`src/rtl/i2c_srx_pkg.sv`:
```
package i2c_srx_pkg;
  localparam int unsigned BYTE_W = 8;
  localparam int unsigned CNT_W  = $clog2(BYTE_W + 2);

  typedef enum logic [7:0] {
    ST_OWN_ADR = 8'h60,
    ST_GC_ADR  = 8'h70,
    ST_OWN_ACK = 8'h80,
    ST_OWN_NAK = 8'h88,
    ST_GC_ACK  = 8'h90,
    ST_GC_NAK  = 8'h98,
    ST_BUS_END = 8'hA0,
    ST_NONE    = 8'hF8
  } srx_code_e;

  typedef enum logic [1:0] {
    PH_IDLE,
    PH_ADDR,
    PH_DATA
  } srx_phase_e;
endpackage

```
`src/rtl/i2c_srx_sync.sv`:
```
module i2c_srx_sync #(
  parameter int unsigned STAGES = 2
) (
  input  logic clk,
  input  logic rst_n,
  input  logic scl_i,
  input  logic sda_i,
  output logic sda_s,
  output logic scl_rise,
  output logic scl_fall,
  output logic bus_start,
  output logic bus_stop
);
  localparam int unsigned DEPTH = (STAGES < 2) ? 2 : STAGES;

  logic [DEPTH-1:0] scl_pipe, sda_pipe;
  logic             scl_d, sda_d, scl_s;

  // idle bus is high: reset the pipes to 1 so no false START appears
  always_ff @(posedge clk or negedge rst_n) begin
    if (!rst_n) begin
      scl_pipe <= '1;
      sda_pipe <= '1;
      scl_d    <= 1'b1;
      sda_d    <= 1'b1;
    end else begin
      scl_pipe <= {scl_pipe[DEPTH-2:0], scl_i};
      sda_pipe <= {sda_pipe[DEPTH-2:0], sda_i};
      scl_d    <= scl_s;
      sda_d    <= sda_s;
    end
  end

  assign scl_s     = scl_pipe[DEPTH-1];
  assign sda_s     = sda_pipe[DEPTH-1];
  assign scl_rise  = scl_s & ~scl_d;
  assign scl_fall  = ~scl_s & scl_d;
  assign bus_start = scl_s & scl_d & sda_d & ~sda_s;
  assign bus_stop  = scl_s & scl_d & ~sda_d & sda_s;
endmodule

```
`src/rtl/i2c_srx_match.sv`:
```
module i2c_srx_match
  import i2c_srx_pkg::*;
(
  input  logic [BYTE_W-1:0] rx_byte,
  input  logic [BYTE_W-1:0] cfg_adr,
  output logic              own_hit,
  output logic              gc_hit
);
  logic byte_zero;

  assign byte_zero = (rx_byte == '0);
  // 0x00 is only ever a general call, never an own address
  assign gc_hit    = byte_zero & cfg_adr[0];
  assign own_hit   = ~byte_zero & ~rx_byte[0] &
                     (rx_byte[BYTE_W-1:1] == cfg_adr[BYTE_W-1:1]);
endmodule

```
`src/rtl/i2c_srx.sv`:
```
module i2c_srx
  import i2c_srx_pkg::*;
#(
  parameter int unsigned SYNC_STAGES = 2
) (
  input  logic              clk,
  input  logic              rst_n,
  input  logic              scl_i,
  input  logic              sda_i,
  output logic              scl_oe,
  output logic              sda_oe,
  input  logic [BYTE_W-1:0] cfg_adr,
  input  logic              ctl_en,
  input  logic              ctl_aa,
  output logic              evt_valid,
  input  logic              evt_ready,
  output logic [BYTE_W-1:0] evt_status,
  output logic [BYTE_W-1:0] evt_data
);
  localparam logic [CNT_W-1:0] CNT_LAST = CNT_W'(BYTE_W);
  localparam logic [CNT_W-1:0] CNT_ACK  = CNT_W'(BYTE_W + 1);

  logic              sda_s, scl_rise, scl_fall, bus_start, bus_stop;
  logic              own_hit, gc_hit;
  srx_phase_e        phase_q;
  logic [CNT_W-1:0]  bitcnt_q;
  logic [BYTE_W-1:0] shreg_q, data_q;
  srx_code_e         code_q;
  logic              ack_q, gc_q, si_q;

  i2c_srx_sync #(.STAGES(SYNC_STAGES)) u_sync (
    .clk      (clk),
    .rst_n    (rst_n),
    .scl_i    (scl_i),
    .sda_i    (sda_i),
    .sda_s    (sda_s),
    .scl_rise (scl_rise),
    .scl_fall (scl_fall),
    .bus_start(bus_start),
    .bus_stop (bus_stop)
  );

  i2c_srx_match u_match (
    .rx_byte(shreg_q),
    .cfg_adr(cfg_adr),
    .own_hit(own_hit),
    .gc_hit (gc_hit)
  );

  always_ff @(posedge clk or negedge rst_n) begin
    if (!rst_n) begin
      phase_q  <= PH_IDLE;
      bitcnt_q <= '0;
      shreg_q  <= '0;
      data_q   <= '0;
      code_q   <= ST_NONE;
      ack_q    <= 1'b0;
      gc_q     <= 1'b0;
      si_q     <= 1'b0;
    end else if (!ctl_en) begin
      phase_q  <= PH_IDLE;
      bitcnt_q <= '0;
      ack_q    <= 1'b0;
      si_q     <= 1'b0;
    end else begin
      if (si_q && evt_ready) si_q <= 1'b0;

      if (bus_stop || bus_start) begin
        // bus boundary while addressed is reported to the host
        if (phase_q == PH_DATA) begin
          si_q   <= 1'b1;
          code_q <= ST_BUS_END;
        end
        phase_q  <= bus_start ? PH_ADDR : PH_IDLE;
        bitcnt_q <= '0;
        ack_q    <= 1'b0;
      end else if (phase_q != PH_IDLE) begin
        if (scl_rise) begin
          bitcnt_q <= bitcnt_q + 1'b1;
          if (bitcnt_q < CNT_LAST) shreg_q <= {shreg_q[BYTE_W-2:0], sda_s};
        end
        if (scl_fall && bitcnt_q == CNT_LAST) begin
          data_q <= shreg_q;
          if (phase_q == PH_ADDR) begin
            if ((own_hit || gc_hit) && ctl_aa) begin
              ack_q <= 1'b1;
              gc_q  <= gc_hit;
            end else begin
              phase_q <= PH_IDLE;
            end
          end else begin
            ack_q <= ctl_aa;
          end
        end
        if (scl_fall && bitcnt_q == CNT_ACK) begin
          ack_q    <= 1'b0;
          bitcnt_q <= '0;
          si_q     <= 1'b1;
          if (phase_q == PH_ADDR) begin
            code_q  <= gc_q ? ST_GC_ADR : ST_OWN_ADR;
            phase_q <= PH_DATA;
          end else begin
            if (gc_q) code_q <= ack_q ? ST_GC_ACK : ST_GC_NAK;
            else      code_q <= ack_q ? ST_OWN_ACK : ST_OWN_NAK;
            if (!ack_q) phase_q <= PH_IDLE;
          end
        end
      end
    end
  end

  assign sda_oe     = ack_q;
  assign scl_oe     = si_q;
  assign evt_valid  = si_q;
  assign evt_status = si_q ? code_q : ST_NONE;
  assign evt_data   = data_q;
endmodule

```
`config.mk`:
```
export PLATFORM = sky130hd
export DESIGN_NAME = i2c_srx
export DESIGN_NICKNAME = d
export VERILOG_FILES = /design/src/rtl/i2c_srx_pkg.sv /design/src/rtl/i2c_srx_sync.sv /design/src/rtl/i2c_srx_match.sv /design/src/rtl/i2c_srx.sv
export SDC_FILE = /design/constraint.sdc
export NUM_CORES = 1
export LEC_CHECK = 0
export CAP_MARGIN = 5
export CELL_PAD_IN_SITES_DETAIL_PLACEMENT = 0
export CELL_PAD_IN_SITES_GLOBAL_PLACEMENT = 1
export CORE_MARGIN = 2
export CORE_UTILIZATION = 46
export CTS_CLUSTER_DIAMETER = 200
export CTS_CLUSTER_SIZE = 10
export DETAILED_ROUTE_END_ITERATION = 16
export DONT_BUFFER_PORTS = 1
export PLACE_DENSITY = 0.8
export RECOVER_POWER = 25
export SYNTH_ARGS = -nofsm -noshare
export SYNTH_HDL_FRONTEND = slang
export SYNTH_SLANG_ARGS = --single-unit
export TNS_END_PERCENT = 1
```
`constraint.sdc`:
```
create_clock -name clk -period 3.7 [get_ports clk]
set_input_delay 0.74 -clock clk [delete_from_list [all_inputs] [get_ports clk]]
set_output_delay 0.74 -clock clk [all_outputs]
set_load 0.05 [all_outputs]
```
Yosys cells after proc, flatten, opt, wreduce, memory -nomap -nowiden
Cells that the tools add are included.
Widths: inputs -> output; s select.

cells by class
  $add $sub $neg = 1
  $lt $le $gt $ge = 1
  equality and inequality tests = 10
  mux-type cells = 38
  bitwise gates (word level) = 17
  reduce and logical (&&, ||, !) cells = 16

operator list
  operator             number
  $mux 8               6
  $mux 4               7
  $mux 2               9
  $mux 1               14
  $and 1x1->1          10
  $mux 5               2
  $eq 4x4->1 const B   2
  $logic_not 8->1      1
  $ne 4x1->1 const B   2
  $reduce_and 4->1     2
  $eq 7x7->1           1
  $not 1->1            7
  $reduce_and 6->1     1
  $reduce_bool 2->1    3
  $ne 5x3->1 const B   1
  $reduce_and 5->1     1
  $add 4x1->4 const B  1
  $logic_and 1x1->1    4
  $lt 4x4->1 const B   1
  $ne 3x1->1 const B   1
  $reduce_and 3->1     1
  $eq 2x1->1 const B   1
  $eq 2x2->1 const B   1
  $logic_or 1x1->1     2
  other kinds (2)      2

storage, ports and cells
  register bits after elaboration = 39
  output and inout port bits = 19
  logic and storage cells = 95

Logic depth before layout (Yosys ltp)
  word-level depth = 15
  mapped depth = 7
  gate-level depth less buffers = 6

By module
Synthesis repeated with hierarchy kept, for this count alone.

unflattened totals
  cells, all modules = 151
  area, all modules = 1744.2 um2

modules (own cells, without submodules)
  module         times used  cells an instance  area an instance (um2)  seq. area each (um2)
  i2c_srx        1           127                1451.4                  757.0
  i2c_srx_sync   1           10                 190.2                   157.7
  i2c_srx_match  1           14                 102.6                   0.0

Worst setup path before layout
OpenSTA, ideal clock, no wires.

  kind = register to output
  from = register si_q (netlist: evt_valid)
  to = output evt_status[5]
  arrival = 1152 ps
  data required time = 2960 ps
  slack = 1808 ps
  stages on the path, launching flop included = 2
  buffers on the path = 0
  cells stage by stage = dfrtp_1 -> nand2_1

on the way
  word-level cells in the longest chain between the ends = 1

RTL lines
  what                    RTL line        source
  start, declared         i2c_srx.sv:29   logic ack_q, gc_q, si_q;
  start signal, assigned  i2c_srx.sv:59   si_q <= 1'b0;
  start signal, assigned  i2c_srx.sv:64   si_q <= 1'b0;
  start signal, assigned  i2c_srx.sv:66   if (si_q && evt_ready) si_q <= 1'b0;
  $mux 8                  i2c_srx.sv:115  assign evt_status = si_q ? code_q : ST_NONE;
  end, declared           i2c_srx.sv:17   output logic [BYTE_W-1:0] evt_status,

Every way passes these cells.

Final worst setup path
  from = register u_sync.scl_pipe[1]
  to = register shreg_q[2]

on the way
  word-level cells in the longest chain between the ends = 6
  elaborated cells between the ends (all ways) = 9
  classes of those cells = bitwise (7); reduce/logical (2)

RTL lines
  what                                                 RTL line                                source
  start, declared                                      i2c_srx_sync.sv:16                      logic [DEPTH-1:0] scl_pipe, sda_pipe;
  start signal, assigned                               i2c_srx_sync.sv:27                      scl_pipe <= {scl_pipe[DEPTH-2:0], scl_i};
  $and 1x1->1                                          i2c_srx_sync.sv:38, i2c_srx_sync.sv:39
  $and 1x1->1, on equally long branches (2 in series)  i2c_srx_sync.sv:39, i2c_srx_sync.sv:38
  $logic_or 1x1->1                                     i2c_srx.sv:68                           if (bus_stop || bus_start) begin
  $not 1->1 (no line)                                  n/a
  $reduce_and 5->1 (no line) *                         n/a
  end signal, assigned                                 i2c_srx.sv:80                           if (bitcnt_q < CNT_LAST) shreg_q <= {shreg_q[BYTE_W-2:0], sda_s};
  end, declared                                        i2c_srx.sv:27                           logic [BYTE_W-1:0] shreg_q, data_q;

Every way passes the cells marked *; elsewhere a longest branch is shown, timed or not.
A chain may end at the register's enable or synchronous reset.

==> metrics.txt <==
count of buffer and inverter cells on the critical path=0; library cell occupying the most area in the post-synthesis netlist=sky130_fd_sc_hd__dfrtp_1; register clock-pin slew on the reported worst setup and hold paths=0.08 ns; Yosys cell types=45; insertion delay of the later-clocked pin in the worst-skew pair=0.29 ns; endpoint of the lowest-slack register-to-register path=shreg_q[2]$_DFFE_PN0P_; global placer's final weighted congestion=0.7699; R2R depth=4; share of the synthesized area in the top cell type=0.3441; fill count=346; Vias=1226; category of the worst setup path capture point=flip-flop; Std-Cell Core Area=3744 um2; Iteration-0 DRC Markers=108; relative max-transition margin=0.5843; die boundary height=66.87 um; data required time of the critical path=3.86 ns; synthesized netlist cell count=163; CP endpoint=shreg_q[2]$_DFFE_PN0P_; part of the power in the clock network=0.379; remaining number of nets flagged by the antenna check after routing=0; period utilization=0.5768; maximum number of pins on one net before global-route repair=37; cell at the root of the clock tree=sky130_fd_sc_hd__clkbuf_8; register bit count reported by yosys=36; largest stage delay on the critical path=0.56 ns; Post-Syn Area=1818 um2; final count of pins violating max slew=0; startpoint type of the worst setup path=flip-flop; setup total negative slack=0 ns; crit path DAT=2.29 ns; slew of the pin with the lowest slew margin=0.6235 ns; Die Span X=66.87 um; count of nets after finishing=182; kind of cell with the highest combined delay on the critical path=simple AND/OR/NAND/NOR gates; hold-fix buffer count after cts=0; start-to-end type of the worst setup path=flip-flop to flip-flop; worst ir drop on vdd=0.2943 mV; synthesis warning total=0; Async SR Flop Fraction=1.000; starting density of the core=0.4856; post-cts gate resize count=0; class of the tightest hold or removal check=input port to async pin; Avg Inst Size Synth=11.15 um2; leakage power of the design=0.8802 nW; via count of the first global-routing pass=1179; share of layout cells above drive strength 1=0.2242; critical path depth=4; maximum clock insertion buffer count=2; TritonCTS clock tree=built; Placed Cells incl. Taps=205; number of DRC violations after detailed routing=0; slack of the worst reg-to-reg path=1.57 ns; result of the run=complete, no violations; Row Count=22; Ant. Diodes=0; aggregate global routing overflow=0; final total power=0.0007026 W; number of synthesized flops with an enable pin=0; Crit-path slowest cell=sky130_fd_sc_hd__dfstp_2; worst setup path startpoint=u_sync.scl_pipe[1]$_DFF_PN1_; clock period minus worst slack=2.134 ns; largest fanout on the critical path=12; cell internal pwr=0.0005426 W; CP cell instances=nand2_1 -> o21ai_2 -> or3_1 -> mux2_4; unrepaired setup endpoints after global routing=false; area grow syn2layout=5.162%; wire length after detailed routing=3544 um; IO Count=34; number of antenna violations at the first check in global routing=0; PD cells=367.5 nW/um2; post-route clock skew=0.01224 ns; number of detailed-route iterations in the first pass=4; Most used DFF post-synth=sky130_fd_sc_hd__dfrtp_1; logic gate share of total power=0.042; sequential share of the synthesized area=0.5031; worst hold slack=0.1384 ns; number of maximum-capacitance violations=0; Final Instance Count excl. Fillers=213; total clock buffers created by CTS=5; sequential share of power=0.579; number of setup buffers added after CTS=0; maximum level of the CTS H-tree=2; Hold Violations, Final=0; wire length of the first global-routing pass=5768 um; input/output buffers=0; total die area=4471 um2; switching pwr=0.0001601 W; Max Fclk=468.5 MHz; vias per inst=5.756; clock sink count=36; wire length per cell after detailed routing=16.64 um; switching fraction of total power=0.2278; HPWL after DPL=2550 um; leading post-synthesis cells by cell area=sky130_fd_sc_hd__dfrtp_1 (34%), sky130_fd_sc_hd__dfstp_2 (16%), sky130_fd_sc_hd__mux2_4 (6.6%); # setup viols final=0; launching point of the worst reg2reg path=u_sync.scl_pipe[1]$_DFF_PN1_; all-layer global routing usage=0.1757
-- worst reg2reg max path: cells and delay by family (launching register included) --
kind	cells	cell delay, ns
AO/OA/AOI/OAI	1	0.50
flip-flops	1	0.56
multiplexers	1	0.35
AND/OR/NAND/NOR	2	0.62
-- per-layer routing --
| metal | wire length, um | track usage | vias to the layer above | part of all wire |
|---|---|---|---|---|
| met3 | 228 | 0.05236 | 6 | 0.064 |
| met2 | 1631 | 0.2775 | 45 | 0.46 |
| met4 | 55 | 0.05612 | 0 | 0.016 |
| met5 | 0 | 0 | - | 0 |
| li1 | - | - | 578 | - |
| met1 | 1629 | 0.2310 | 597 | 0.46 |
-- per-stage QoR --
step / util / instance area, um2 / setup slack (ns)
final: 0.5107 / 1912 / 1.566
after floorplan: - / 1826 / 1.808
after CTS: 0.5107 / 1912 / 1.567
after global routing: 0.5107 / 1912 / 1.487
after global placement: 0.4890 / 1831 / 1.652
after detailed placement: 0.4890 / 1831 / 1.578
-- worst min path at each step --
stage                                       startpoint                           end
final                                            rst_n       bitcnt_q[0]$_DFFE_PN0P_
after CTS                                        rst_n        shreg_q[6]$_DFFE_PN0P_
after global placement    u_sync.sda_pipe[0]$_DFF_PN1_  u_sync.sda_pipe[1]$_DFF_PN1_
after floorplan           u_sync.scl_pipe[0]$_DFF_PN1_  u_sync.scl_pipe[1]$_DFF_PN1_
after global routing                             rst_n            sda_oe$_DFFE_PN0P_
after detailed placement  u_sync.sda_pipe[0]$_DFF_PN1_  u_sync.sda_pipe[1]$_DFF_PN1_
-- flip-flops by register name, indices dropped and copies added, names as in the netlist --
| register | flops |
|---|---|
| u_sync.sda_pipe | 2 |
| u_sync.sda_d | 1 |
| bitcnt_q | 4 |
| gc_q | 1 |
| evt_valid | 1 |
| code_q | 5 |
| sda_oe | 1 |
| phase_q | 2 |
| shreg_q | 8 |
| u_sync.scl_d | 1 |
| evt_data | 8 |
| u_sync.scl_pipe | 2 |
-- final cells by class --
class	instances	area, um2	share of cell area
Tap cell	48	60.06	0.03141
Multi-Input combinational cell	115	829.5	0.4339
Clock buffer	7	76.32	0.03992
Timing Repair Buffer	1	7.507	0.003927
Clock inverter	1	5.005	0.002618
Sequential cell	36	914.6	0.4784
Inverter	5	18.77	0.009817
-- cell usage in the layout (no fill, tap or decap), drive strengths merged, types with 2 or more instances in the layout --
cell / count
mux2: 16
and3: 2
o211ai: 2
nand2b: 4
xor2: 7
dfrtp: 25
nand2: 16
inv: 5
nor4: 5
nor3: 2
a21oi: 7
nand3: 3
a21boi: 2
conb: 3
a32oi: 2
nor2: 10
o21ai: 8
dfstp: 11
nand4: 3
clkbuf: 7
ha: 3
o31ai: 2
nor3b: 2
-- logic make-up (layout without fill, tap and decap cells) --
| group | count (synthesis) | after routing | share of synthesized area |
|---|---|---|---|
| and+or+nand+nor | 54 | 54 | 0.1597 |
| DFF | 36 | 36 | 0.5031 |
| AOI/OAI and AO/OA | 31 | 31 | 0.1156 |
| muxes | 16 | 16 | 0.1156 |
| buffers and inverters | 14 | 14 | 0.04474 |
| xor gates and xnor gates | 8 | 8 | 0.03854 |
| adders and majority gates | 3 | 3 | 0.02065 |
| other | 1 | 3 | 0.002063 |
-- cell usage after synthesis, drive strengths merged, types with 2 or more instances --
cell	count
mux2	16
dfrtp	25
nor4	5
inv	5
a21oi	7
nand4	3
a32oi	2
dfstp	11
a21boi	2
nor3b	2
nand2	16
nand2b	4
xor2	7
o21ai	8
nor3	2
buf	8
o211ai	2
nor2	10
o31ai	2
nand3	3
ha	3
and3	2
-- power by group through the flow --
stage	Clock [W]	Combinational, W	Sequential, W
global placement	0	0.0000288	0.000414
floorplan	0	0.0000292	0.000412
detailed placement	0	0.0000294	0.000414
finish	0.000266	0.0000295	0.000407
global route	0.000293	0.0000320	0.000408
CTS	0.000268	0.0000294	0.000407
Note: power is estimated with default switching activity, not from simulation.
